`src/rtl/tmr_pkg.sv`:
```
package tmr_pkg;
  localparam int unsigned ADDR_W = 3;
  localparam logic [ADDR_W-1:0] A_CFG   = 3'd0;
  localparam logic [ADDR_W-1:0] A_IRQ   = 3'd1;
  localparam logic [ADDR_W-1:0] A_SETUP = 3'd2;
  localparam logic [ADDR_W-1:0] A_PRE   = 3'd3;
  localparam logic [ADDR_W-1:0] A_PA    = 3'd4;
  localparam logic [ADDR_W-1:0] A_CAP   = 3'd5;
  localparam logic [ADDR_W-1:0] A_PIN   = 3'd6;

  localparam int unsigned CFG_W = 5;
  localparam int unsigned IRQ_IE = 0;
  localparam int unsigned IRQ_FLAG = 1;
  localparam int unsigned SET_PA = 0;
  localparam int unsigned SET_CAP = 1;
  localparam int unsigned SETUP_W = 2;

  // bit order matches control register layout: inc=4 hold=3 frz=2:1 stop=0
  typedef struct packed {
    logic       inc;
    logic       hold;
    logic [1:0] frz_en;
    logic       stop;
  } cfg_t;
endpackage

```
`src/rtl/tmr_runctl.sv`:
```
module tmr_runctl
  import tmr_pkg::*;
(
  input  logic             clk_i,
  input  logic             rst_ni,
  input  logic             cfg_wr_i,
  input  logic [CFG_W-1:0] cfg_wdata_i,
  input  logic             dbg_freeze_i,
  output cfg_t             cfg_o,
  output logic             hold_rise_o,
  output logic             freeze_o,
  output logic             run_o,
  output logic             tick_o
);
  cfg_t cfg_q;
  cfg_t cfg_wd;
  logic fire;

  assign cfg_wd = cfg_t'(cfg_wdata_i);

  // stop > freeze > step
  assign freeze_o    = ~cfg_q.stop & dbg_freeze_i & cfg_q.frz_en[0];
  assign fire        = ~cfg_q.stop & ~freeze_o & cfg_q.hold & cfg_q.inc;
  assign run_o       = ~cfg_q.stop & ~freeze_o & ~cfg_q.hold;
  assign tick_o      = run_o | fire;
  assign hold_rise_o = cfg_wr_i & cfg_wd.hold & ~cfg_q.hold;
  assign cfg_o       = cfg_q;

  always_ff @(posedge clk_i or negedge rst_ni) begin
    if (!rst_ni) begin
      cfg_q <= '0;
    end else if (cfg_wr_i) begin
      cfg_q.stop   <= cfg_wd.stop;
      cfg_q.frz_en <= cfg_wd.frz_en;
      cfg_q.hold   <= cfg_wd.hold;
      cfg_q.inc    <= cfg_wd.inc & cfg_wd.hold;
    end else if (fire) begin
      cfg_q.inc <= 1'b0;
    end
  end

  // step increment clears itself after firing
  a_r10_inc_selfclear: assert property (@(posedge clk_i) disable iff (!rst_ni)
    fire && !cfg_wr_i |=> !cfg_q.inc);
  // increment never pending without hold
  a_r11_inc_needs_hold: assert property (@(posedge clk_i) disable iff (!rst_ni)
    !cfg_q.hold |-> !cfg_q.inc);
  // pending increment survives stop
  a_r12_inc_waits_stop: assert property (@(posedge clk_i) disable iff (!rst_ni)
    cfg_q.stop && cfg_q.inc && !cfg_wr_i |=> cfg_q.inc);
endmodule

```
`src/rtl/tmr_counter.sv`:
```
module tmr_counter #(
  parameter int unsigned W = 16
) (
  input  logic         clk_i,
  input  logic         rst_ni,
  input  logic         en_i,
  input  logic         ld_i,
  input  logic [W-1:0] ld_val_i,
  output logic [W-1:0] cnt_o
);
  logic [W-1:0] cnt_q;

  always_ff @(posedge clk_i or negedge rst_ni) begin
    if (!rst_ni)   cnt_q <= '0;
    else if (ld_i) cnt_q <= ld_val_i;
    else if (en_i) cnt_q <= cnt_q + W'(1);
  end

  assign cnt_o = cnt_q;

  // single-step advance with wrap
  a_r2_adv_by_one: assert property (@(posedge clk_i) disable iff (!rst_ni)
    en_i && !ld_i |=> cnt_o == $past(cnt_o) + W'(1));
  // halted counter holds
  a_r3_halt_holds: assert property (@(posedge clk_i) disable iff (!rst_ni)
    !en_i && !ld_i |=> $stable(cnt_o));
endmodule

```
`src/rtl/tmr_insync.sv`:
```
module tmr_insync #(
  parameter int unsigned NPIN = 2
) (
  input  logic            clk_i,
  input  logic            rst_ni,
  input  logic            en_i,
  input  logic [NPIN-1:0] pin_i,
  output logic [NPIN-1:0] sync_o,
  output logic [NPIN-1:0] rise_o
);
  for (genvar g = 0; g < NPIN; g++) begin : g_pin
    logic s1_q, s2_q;
    always_ff @(posedge clk_i or negedge rst_ni) begin
      if (!rst_ni) begin
        s1_q <= 1'b0;
        s2_q <= 1'b0;
      end else if (en_i) begin
        s1_q <= pin_i[g];
        s2_q <= s1_q;
      end
    end
    assign sync_o[g] = s2_q;
    // edge that the synchronizer output takes on this clock
    assign rise_o[g] = en_i & s1_q & ~s2_q;
  end

  // pins ignored while synchronizers are not clocked
  a_r4_sync_frozen: assert property (@(posedge clk_i) disable iff (!rst_ni)
    !en_i |=> $stable(sync_o));
endmodule

```
`src/rtl/tmr_core.sv`:
```
module tmr_core
  import tmr_pkg::*;
#(
  parameter int unsigned DATA_W = 16,
  parameter int unsigned PRE_W  = 16,
  parameter int unsigned PA_W   = 8,
  parameter int unsigned NPIN   = 2
) (
  input  logic              clk_i,
  input  logic              rst_ni,
  input  logic              dbg_freeze_i,
  input  logic [NPIN-1:0]   pin_i,
  input  logic              wr_i,
  input  logic [ADDR_W-1:0] addr_i,
  input  logic [DATA_W-1:0] wdata_i,
  output logic [DATA_W-1:0] rdata_o,
  output logic              irq_o
);
  localparam int unsigned CAP_PIN = 0;
  localparam int unsigned PA_PIN  = 1;

  cfg_t            cfg;
  logic            hold_rise, freeze, run, tick;
  logic            always_open, acc_ok, wr_ok;
  logic [NPIN-1:0] sync, rise, snap_q;
  logic [PRE_W-1:0] pre_cnt, cap_q;
  logic [PA_W-1:0]  pa_cnt;
  logic [SETUP_W-1:0] setup_q;
  logic            lock_q, ie_q, flag_q, cap_pend_q;
  logic            pre_ld, pa_ld, pa_inc, cap_fire;

  // stop leaves only control and interrupt registers reachable
  assign always_open = (addr_i == A_CFG) || (addr_i == A_IRQ);
  assign acc_ok      = ~cfg.stop | always_open;
  assign wr_ok       = wr_i & acc_ok;

  tmr_runctl u_runctl (
    .clk_i       (clk_i),
    .rst_ni      (rst_ni),
    .cfg_wr_i    (wr_ok && addr_i == A_CFG),
    .cfg_wdata_i (wdata_i[CFG_W-1:0]),
    .dbg_freeze_i(dbg_freeze_i),
    .cfg_o       (cfg),
    .hold_rise_o (hold_rise),
    .freeze_o    (freeze),
    .run_o       (run),
    .tick_o      (tick)
  );

  tmr_insync #(.NPIN(NPIN)) u_insync (
    .clk_i (clk_i),
    .rst_ni(rst_ni),
    .en_i  (tick),
    .pin_i (pin_i),
    .sync_o(sync),
    .rise_o(rise)
  );

  assign pre_ld = wr_ok && freeze && addr_i == A_PRE;
  assign pa_ld  = wr_ok && freeze && addr_i == A_PA;
  assign pa_inc = run & setup_q[SET_PA] & rise[PA_PIN];

  tmr_counter #(.W(PRE_W)) u_pre (
    .clk_i   (clk_i),
    .rst_ni  (rst_ni),
    .en_i    (tick),
    .ld_i    (pre_ld),
    .ld_val_i(wdata_i[PRE_W-1:0]),
    .cnt_o   (pre_cnt)
  );

  tmr_counter #(.W(PA_W)) u_pa (
    .clk_i   (clk_i),
    .rst_ni  (rst_ni),
    .en_i    (pa_inc),
    .ld_i    (pa_ld),
    .ld_val_i(wdata_i[PA_W-1:0]),
    .cnt_o   (pa_cnt)
  );

  // capture completes regardless of freeze once the edge is in flight
  assign cap_fire = cap_pend_q & setup_q[SET_CAP] & ~cfg.stop;

  always_ff @(posedge clk_i or negedge rst_ni) begin
    if (!rst_ni) begin
      cap_pend_q <= 1'b0;
      cap_q      <= '0;
      flag_q     <= 1'b0;
      ie_q       <= 1'b0;
    end else begin
      if (!cfg.stop) cap_pend_q <= rise[CAP_PIN];
      if (cap_fire) cap_q <= pre_cnt;
      else if (wr_ok && freeze && addr_i == A_CAP) cap_q <= wdata_i[PRE_W-1:0];
      if (wr_ok && addr_i == A_IRQ) ie_q <= wdata_i[IRQ_IE];
      if (cap_fire) flag_q <= 1'b1;
      else if (wr_ok && addr_i == A_IRQ && wdata_i[IRQ_FLAG]) flag_q <= 1'b0;
    end
  end

  always_ff @(posedge clk_i or negedge rst_ni) begin
    if (!rst_ni) begin
      setup_q <= '0;
      lock_q  <= 1'b0;
    end else if (wr_ok && addr_i == A_SETUP) begin
      if (freeze) begin
        setup_q <= wdata_i[SETUP_W-1:0];
      end else if (!lock_q) begin
        setup_q <= wdata_i[SETUP_W-1:0];
        lock_q  <= 1'b1;
      end
    end
  end

  always_ff @(posedge clk_i or negedge rst_ni) begin
    if (!rst_ni)        snap_q <= '0;
    else if (hold_rise) snap_q <= sync;
  end

  always_comb begin
    rdata_o = '0;
    if (acc_ok) begin
      unique case (addr_i)
        A_CFG:   rdata_o[CFG_W-1:0] = cfg;
        A_IRQ:   rdata_o[1:0] = {flag_q, ie_q};
        A_SETUP: rdata_o[SETUP_W-1:0] = setup_q;
        A_PRE:   rdata_o[PRE_W-1:0] = pre_cnt;
        A_PA:    rdata_o[PA_W-1:0] = pa_cnt;
        A_CAP:   rdata_o[PRE_W-1:0] = cap_q;
        A_PIN:   rdata_o[NPIN-1:0] = cfg.hold ? snap_q : sync;
        default: rdata_o = '0;
      endcase
    end
  end

  assign irq_o = flag_q & ie_q;

  // locked setup only changes under freeze
  a_r6_setup_locked: assert property (@(posedge clk_i) disable iff (!rst_ni)
    lock_q && !freeze |=> $stable(setup_q));
  // a detected capture edge always lands
  a_r13_cap_completes: assert property (@(posedge clk_i) disable iff (!rst_ni)
    cap_pend_q && setup_q[SET_CAP] && !cfg.stop |=> flag_q && cap_q == $past(pre_cnt));
  // stop freezes the capture path
  a_r3_stop_cap: assert property (@(posedge clk_i) disable iff (!rst_ni)
    cfg.stop |=> $stable(cap_q) && $stable(cap_pend_q));
  // outside freeze the capture register moves only on a capture
  a_r5_cap_guard: assert property (@(posedge clk_i) disable iff (!rst_ni)
    !freeze && !cap_fire |=> $stable(cap_q));
endmodule

```
`config.mk`:
```
export PLATFORM = sky130hd
export DESIGN_NAME = tmr_core
export DESIGN_NICKNAME = d
export VERILOG_FILES = /design/src/rtl/tmr_pkg.sv /design/src/rtl/tmr_runctl.sv /design/src/rtl/tmr_counter.sv /design/src/rtl/tmr_insync.sv /design/src/rtl/tmr_core.sv
export SDC_FILE = /design/constraint.sdc
export NUM_CORES = 1
export LEC_CHECK = 0
export BUFFER_PORTS_ARGS = -buffer_cell sky130_fd_sc_hd__buf_2
export CAP_MARGIN = 5
export CORE_ASPECT_RATIO = 1.4
export CORE_MARGIN = 4
export CORE_UTILIZATION = 53
export DETAILED_ROUTE_END_ITERATION = 16
export HOLD_SLACK_MARGIN = 0.12
export PLACE_DENSITY = 0.84
export SKIP_LAST_GASP = 1
export SYNTH_ARGS = -nofsm -noshare
export SYNTH_HDL_FRONTEND = slang
export SYNTH_SLANG_ARGS = --single-unit
```
`constraint.sdc`:
```
create_clock -name clk_i -period 1.6 [get_ports clk_i]
set_input_delay 0.32 -clock clk_i [delete_from_list [all_inputs] [get_ports clk_i]]
set_output_delay 0.32 -clock clk_i [all_outputs]
set_load 0.01 [all_outputs]
```
Word level (Yosys, flattened, before mapping)
Cells that the tools add are included.
- register bits after elaboration: 57
- output and inout bits: 17
- word-level logic and storage cells: 87
- $add $sub $neg: 2
- equal/unequal tests: 7
- mux-type cells: 18
- bitwise operators: 26
- reductions and logical operators: 17
- operator list (operator ; number):
    16-bit two-way mux ; 5
    1-bit bitwise AND ; 19
    16-bit by 1-bit adder with 16-bit output, second input constant ; 1
    8-bit two-way mux ; 2
    8-bit one-hot mux with 2 select lines ; 1
    2-bit one-hot mux with 7 select lines ; 1
    3-bit one-hot mux with 4 select lines ; 1
    2-bit nonzero test ; 5
    3-bit equality test, second input constant ; 3
    3-bit one-hot mux with 3 select lines ; 1
    8-bit by 1-bit adder with 8-bit output, second input constant ; 1
    1-bit logical AND ; 8
    3-bit by 2-bit equality test with 1-bit output, second input constant ; 2
    2-bit two-way mux ; 3
    1-bit NOT ; 5
    1-bit two-way mux ; 4
    2-bit AND reduction ; 2
    3-bit by 1-bit equality test with 1-bit output, second input constant ; 1
    3-bit logical NOT ; 1
    2-bit != test, second input constant ; 1
    1-bit bitwise OR ; 2
    1-bit logical OR ; 1

Longest topological paths before layout
Gate-level depths: netlist of run 1.
- depth in word-level cells: 13
- depth in mapped cells: 7
- gate-level depth less buffers: 5

By module
Synthesis of run 1 repeated with hierarchy kept, for this count alone.
- cells, all modules: 361
- area, all modules: 3424.5 um2
- modules (own cells, without submodules) (module ; times used ; cells each ; area an instance (um2)):
    tmr_core ; 1 ; 179 ; 1610.3
    tmr_counter at u_pre ; 1 ; 99 ; 943.4
    tmr_counter at u_pa ; 1 ; 49 ; 450.4
    tmr_runctl ; 1 ; 22 ; 240.2
    tmr_insync ; 1 ; 12 ; 180.2

Least setup slack after synthesis of run 1
No wires, ideal clock.
- kind: register to register
- start: register u_runctl.cfg_q, in the netlist u_runctl.cfg_o[0]
- end: register setup_q[0]
- setup time: 0.125 ns
- arrival: 1.467 ns
- required time: 1.475 ns
- path slack: 0.008 ns
- cell stages (with the launch flop): 5
- buffers on the path: 1
- clock period less this slack: 1.592 ns
- cell sequence: dfrtp_1 buf_2 nand3b_4 a2111oi_2 mux2_2
- cells in the longest elaborated chain, start to end: 5
- elaborated cells on any way between the ends: 9
- classes of those cells: eq/ne (1); mux (1); bitwise (5); reduce/logical (2)
- ends and longest elaborated chain (item ; RTL line ; RTL):
    start, declared ; tmr_runctl.sv:15 ; cfg_t cfg_q;
    1-bit NOT * ; tmr_runctl.sv:22, tmr_core.sv:34 ;
    1-bit bitwise AND / 1-bit bitwise OR (equally long branches) ; tmr_runctl.sv:22, tmr_core.sv:34 ;
    1-bit bitwise AND, on equally long branches ; tmr_runctl.sv:22, tmr_core.sv:35 ;
    2-bit != test (no source line) / 1-bit logical AND (equally long branches) ; - ;
    2-bit AND reduction (no source line) ; - ;
    end signal, assigned ; tmr_core.sv:106 ; setup_q <= wdata_i[SETUP_W-1:0];
    end signal, assigned ; tmr_core.sv:108 ; setup_q <= wdata_i[SETUP_W-1:0];
    end, declared ; tmr_core.sv:28 ; logic [SETUP_W-1:0] setup_q;
Mark *: on every way between the ends. The rest lies on a longest branch, timed or not.
A chain may end at the register's enable or synchronous reset.

Worst setup path after layout of run 1
- start: register u_pre.cnt_q[0], in the netlist u_pre.cnt_o[0]
- end: output port rdata_o[0]
- cells in the longest elaborated chain, start to end: 2
- ends and longest elaborated chain (item ; RTL line ; RTL):
    start, declared ; tmr_counter.sv:11 ; logic [W-1:0] cnt_q;
    start signal, assigned ; tmr_counter.sv:15 ; else if (ld_i) cnt_q <= ld_val_i;
    start signal, assigned ; tmr_counter.sv:16 ; else if (en_i) cnt_q <= cnt_q + W'(1);
    2-bit one-hot mux with 7 select lines ; tmr_core.sv:122 ; unique case (addr_i)
    16-bit two-way mux ; tmr_core.sv:121 ; if (acc_ok) begin
    end, declared ; tmr_core.sv:16 ; output logic [DATA_W-1:0] rdata_o,
Every way passes these cells.

==> results.yml, run 1 <==
cts:
  cts_tree: "yes"
  clock_path_buffers: 2
  cts_buffers: 9
  htree_num_levels: 3
  clk_pin_slew_ns: 0.08
  clock_sinks: 57
  clk_latency_ns: 0.37
  root_buffer: "clkbuf_8"
global_route:
  globalRouteMet3Util: 0.0686
  grtUsageMet2: 0.528
  busiest_layer: "met2"
  grt_pass1_wl_um: 19200
  antenna_found_initial: 0
  grt_pass1_vias: 3939
  overflow: 0
  grt_start_max_net_pins: 22
  met1_usage: 0.330
  grt_use_total: 0.308
floorplanning:
  dieArea_sq_mm: 0.00791
  coreArea_sq_mm: 0.00630
  die_x_um: 76.3
  rows: 34
  fp.dieH_um: 104
  start_util: 0.550
  io_pins: 42
layout:
  area_growth_pct: 52.6
  finish.utilization: 0.839
  layout.nets: 529
  antenna_cells: 0
  drive_gt1_frac: 0.475
  final_cell_mix: "buf_4, dfrtp_1, buf_2, nor2_1, mux2i_1"
  fin_cells: 579
  mostFrequentLayoutCell: "buf_4"
drt:
  avgRoutedWirePerCell_um: 26.8
  antenna_left: 0
  via_count: 4103
  post-route-drc-count: 0
  finalWirelength_um: 15500
  viasPerCell: 7.09
  drt_iter0_markers: 523
  drt_first_pass_iters: 6
synthesis:
  async_flop_share: 1.00
  synth_area_per_cell_sq_um: 9.34
  ys_types: 53
  synth_edf_count: 0
  synth_top_area_share: 0.412
  syn_inst: 371
  ys_seq_area_frac: 0.412
  yosysWarnings: 0
  yosysTopAreaCell: "dfrtp_1"
  synth_area_leaders: "dfrtp_1, mux2i_1, nor2_1"
  synth_area_sq_mm: 0.00346
  synthFlopType: "dfrtp_1"
  synthesis.nets: 398
  synth_seq_cells: 57
sta:
  slew_headroom: 0.612
  drv_slew: 0
  worst_pin_slew_ns: 0.582
  min_period_over_period: 1.20
  period_needed_ns: 1.92
  fin_skew_ns: 0.0201
  rsz0062_at_grt: "yes"
  finalHoldViolCount: 0
  tns_ns: -7.61
  fmax_mhz: 521
  setup_violations: 52
  timing.final.ws_setup_ns: -0.320
run_status:
  violations: "negative setup slack"
  outcome: "finished with violations"
setup_path:
  endpoint_kind: "output port"
  critical_path.max_fanout: 4
  arrival_ns: 1.60
  path_class: "reg -> out"
  start_kind: "flip-flop"
  required_ns: 1.28
power:
  totalPowerFinal_mw: 7.24
  cellLeakagePower_nw: 2.49
  pwr_density_cell_mw_per_mm2: 1370
  ir_drop_mv: 1.21
min_path:
  min_path_type: "in -> reg"
place:
  dp_cells: 520
  io_buffers: 41
  place.gp.congestion: 0.877
  dp_hpwl_um: 7300
job:
  cap_violations: 0
==> registers in the layout, summed over array words and instances, names as in the netlist <==
register / cells
cap_pend_q: 1
cap_q: 16
ie_q: 1
u_insync.g_pin.s2_q: 2
setup_q: 2
u_pa.cnt_o: 8
u_runctl.cfg_o: 5
lock_q: 1
u_insync.g_pin.s1_q: 2
snap_q: 2
flag_q: 1
u_pre.cnt_o: 16
==> critical path, cell delays in order (launching register included) <==
cell and delay [ns]:
dfrtp_1 0.46, buf_4 0.18, mux2i_1 0.09, o21ai_1 0.18, a2bb2oi_1 0.17, buf_2 0.15
==> layer usage <==
layer  part of all wire  vias to the layer above
li1                   -                     1649
met1               0.33                     1950
met2               0.49                      366
met3              0.094                      138
met4              0.084                        0
met5                  0                        -
==> report_power, final <==
group / total, mW / leakage, nW / switching, mW / internal, mW
logic: 3.20 / 1.69 / 1.64 / 1.56
clock network: 1.40 / 0.0974 / 0.636 / 0.759
registers: 2.64 / 0.701 / 0.631 / 2.01
==> what timing repair did <==
item                                   4_1_cts  5_1_grt
gates resized for setup                     37       86
endpoints found under the hold margin       18        0
cloned                                       2        4
setup endpoints to repair                   43       56
hold buffers                                 1        0
setup buffers                               19       21
pin swaps                                   17       30
==> per-stage QoR <==
stage	setup slack [ns]	hold WS [ns]	instance area (sq um)
final	-0.320	0.185	5280
after detailed placement	-0.172	0.328	4190
after global routing	-0.385	0.194	5280
after global placement	-0.0934	0.322	4190
after floorplan	0.00824	0.0244	3460
after CTS	-0.254	0.154	4710
==> synth_stat cells, types with 2 or more instances <==
| library cell | number |
|---|---|
| nand3b_1 | 2 |
| inv_1 | 7 |
| and3_1 | 4 |
| nand3_1 | 16 |
| xor2_1 | 4 |
| a31oi_1 | 3 |
| nand2b_1 | 6 |
| buf_2 | 18 |
| dfrtp_1 | 57 |
| mux2i_1 | 33 |
| a211oi_1 | 3 |
| o22a_1 | 3 |
| nor3_1 | 10 |
| o22ai_1 | 2 |
| or4_1 | 5 |
| a221o_1 | 7 |
| mux2_2 | 11 |
| o21ai_0 | 11 |
| or3_1 | 3 |
| and4_1 | 2 |
| and2_1 | 6 |
| a21oi_1 | 18 |
| nor2_1 | 45 |
| nand4_1 | 7 |
| nand2_1 | 28 |
| ha_1 | 2 |
| a22oi_1 | 19 |
| clkbuf_1 | 6 |
| nor4_1 | 2 |
| a21o_1 | 3 |
| a32oi_1 | 3 |
| o211ai_1 | 4 |
==> logic make-up after synthesis <==
kind of cell,count (synthesis),synth area share
XOR/XNOR,4,0.0101
multiplexers,44,0.131
AO/OA/AOI/OAI,87,0.181
adder cells (fa/ha/maj),2,0.00722
flip-flops,57,0.412
buffers and inverters,33,0.0455
AND/OR/NAND/NOR,144,0.213
==> final timing paths <==
path / endpoint / depth (start not counted) / slack [ns] / start
max: rdata_o[0] / 5 / -0.32 / u_pre.cnt_o[0]
min: u_insync.g_pin[1].s1_q / 3 / 0.18 / pin_i[1]
max reg2reg: u_pre.cnt_o[12] / 8 / -0.24 / u_pre.cnt_o[1]
min reg2reg: u_runctl.cfg_o[2] / 1 / 0.52 / u_runctl.cfg_o[2]
max in group asynchronous: u_pre.cnt_o[7] / 3 / 0.56 / rst_ni
min in group asynchronous: u_pa.cnt_o[1] / 2 / 0.50 / rst_ni
==> final cells by class <==
cell class	count	area (sq um)
Clock inverter	3	40.0
Fill cell	301	1010
Clock buffer	13	149
Multi-Input combinational cell	281	2260
Inverter	7	26.3
Sequential cell	57	1430
Tap cell	72	90.1
Timing Repair Buffer	146	1290
Power figures use the tool's default switching activity.
==> run 2, diff against run 1 <==
- SYNTH_HIERARCHICAL: not set -> 1
==> results.yml, run 2 <==
layout:
  drive_gt1_frac: 0.482
  fin_area_sq_mm: 0.00511
  fin_cells: 543
  fillers: 299
  mostFrequentLayoutCell: "dfrtp_1"
  area_growth_pct: 49.3
  antenna_cells: 0
  final_cell_mix: "dfrtp_1, buf_4, buf_2, buf_6, nor2_1"
  layout.nets: 493
min_path:
  whs_endpoint: "u_insync/g_pin[0].s1_q"
  min_path_type: "in -> reg"
  hold_path_depth: 2
  min-delay-start: "pin_i[0]"
floorplanning:
  dieArea_sq_mm: 0.00783
  rows: 34
  fp.dieH_um: 103
  die_x_um: 75.9
  start_util: 0.548
  io_pins: 42
  coreArea_sq_mm: 0.00625
drt:
  drt_iter0_markers: 447
  drt_first_pass_iters: 5
  post-route-drc-count: 0
  via_count: 3552
  viasPerCell: 6.54
  finalWirelength_um: 12600
  avgRoutedWirePerCell_um: 23.3
  antenna_left: 0
setup_path:
  required_ns: 1.28
  reg2reg_from: "u_runctl/cfg_o[0]"
  arrival_ns: 1.73
  path_class: "reg -> out"
  path_buf_inv: 1
  max_stage_delay_ns: 0.41
  path_cells: "mux2i_2, nor3_1, a2111oi_2, nor2_1, buf_2"
  reg2reg_depth: 7
  endpoint_kind: "output port"
  crit_path_start: "u_runctl/cfg_o[3]"
  critPathTopFamily: "flip-flops"
  critical_path.max_fanout: 3
  regToRegSetupSlack_ns: -0.34
  timing.critical_path.slowest_stage_cell: "dfrtp_2"
  r2r_end: "u_pa/cnt_o[7]"
  start_kind: "flip-flop"
sta:
  rsz0062_at_grt: "yes"
  min_period_over_period: 1.28
  drv_slew: 0
  period_needed_ns: 2.05
  tns_ns: -10.36
  slew_headroom: 0.718
  fmax_mhz: 487
  fin_skew_ns: 0.0123
  finalHoldViolCount: 0
  setup_violations: 56
  timing.final.ws_setup_ns: -0.453
  worst_pin_slew_ns: 0.422
synthesis:
  synthesis.nets: 388
  async_flop_share: 1.00
  synth_top_area_share: 0.417
  synth_area_per_cell_sq_um: 9.49
  yosysWarnings: 6
  synth_seq_cells: 57
  ys_top_cells_by_count: "dfrtp_1, nor2_1, nand2_1"
  syn_inst: 361
  synth_area_leaders: "dfrtp_1, mux2i_1, mux2_2"
  ys_types: 49
  synth_edf_count: 0
  synth_area_sq_mm: 0.00342
  ys_seq_area_frac: 0.417
  yosysTopAreaCell: "dfrtp_1"
  synth.most_common_cell: "dfrtp_1"
  synthFlopType: "dfrtp_1"
power:
  switching_share: 0.369
  totalPowerFinal_mw: 6.18
  p_sw_mw: 2.28
  p_comb_frac: 0.361
  power_frac_seq: 0.379
  pwr_density_cell_mw_per_mm2: 1210
  internal_power_mw: 3.90
  p_clk_frac: 0.259
  ir_drop_mv: 1.36
  cellLeakagePower_nw: 2.29
global_route:
  grt_use_total: 0.278
  globalRouteMet3Util: 0.0656
  busiest_layer: "met2"
  antenna_found_initial: 0
  grt_start_max_net_pins: 58
  grt_pass1_vias: 3481
  overflow: 0
  met1_usage: 0.311
  grt_pass1_wl_um: 17100
  grtUsageMet2: 0.485
cts:
  root_buffer: "clkbuf_8"
  cts_tree: "yes"
  htree_num_levels: 3
  clk_pin_slew_ns: 0.08
  clock_sinks: 57
  cts_buffers: 9
  clock_path_buffers: 2
  clk_latency_ns: 0.35
job:
  cap_violations: 0
run_status:
  outcome: "finished with violations"
  violations: "negative setup slack"
place:
  place.gp.congestion: 0.912
  dpl-instance-area_sq_mm: 0.00411
  io_buffers: 41
  dp_slack_ns: -0.252
  dp_hpwl_um: 6290
  dp_cells: 501
[run 2: how the worst max path moves through the flow]
stage | to | slack (ns) | cells past startpoint
6_report | rdata_o[1] | -0.45 | 5
5_1_grt | rdata_o[1] | -0.50 | 5
4_1_cts | rdata_o[0] | -0.34 | 5
3_5_place_dp | u_pa/cnt_o[7] | -0.25 | 8
3_3_place_gp | u_pa/cnt_o[7] | -0.18 | 8
2_1_floorplan | u_pa/cnt_o[7] | -0.39 | 8
[run 2: power by group through the flow]
| stage | clock (mW) | combinational (mW) | sequential [mW] |
|---|---|---|---|
| floorplan | 0 | 1.03 | 2.24 |
| global placement | 0 | 1.54 | 2.26 |
| detailed placement | 0 | 1.61 | 2.28 |
| CTS | 1.57 | 1.86 | 2.26 |
| global route | 1.67 | 2.37 | 2.39 |
| finish | 1.60 | 2.23 | 2.34 |
[run 2: timing repair]
| action | 4_1_cts | 5_1_grt |
|---|---|---|
| gates resized for setup | 52 | 84 |
| hold buffers | 1 | 0 |
| cloned | 3 | 1 |
| setup buffers | 18 | 8 |
| setup endpoints to repair | 53 | 61 |
| endpoints found under the hold margin | 57 | 0 |
| pin swaps | 32 | 34 |
[run 2: cell type report]
cell class                 instances  area, sq um  area share
tap                               72         90.1      0.0176
clock inverter                     6         88.8      0.0174
sequential                        57         1430       0.280
multi-input combinational        272         2220       0.434
inverter                           8         30.0     0.00588
timing repair buffer             118         1120       0.219
clock buffer                      10          138      0.0269
[run 2: logic make-up after synthesis]
logic type,synth area share
AND/OR/NAND/NOR,0.217
AO/OA/AOI/OAI,0.138
flip-flops,0.417
multiplexers,0.135
buffers and inverters,0.0453
XOR/XNOR,0.0409
adder cells (fa/ha/maj),0.00731
[run 2: per-layer routing]
metal	vias to the layer above	wire length, um
met4	0	803
li1	1499	-
met3	85	869
met5	-	0
met2	216	6300
met1	1752	4670
[run 2: through the flow]
stage,utilization,hold WS (ns)
3_5_place_dp,0.657,0.345
3_3_place_gp,0.657,0.343
2_1_floorplan,-,0.0244
6_report,0.817,0.192
4_1_cts,0.758,0.202
5_1_grt,0.817,0.195
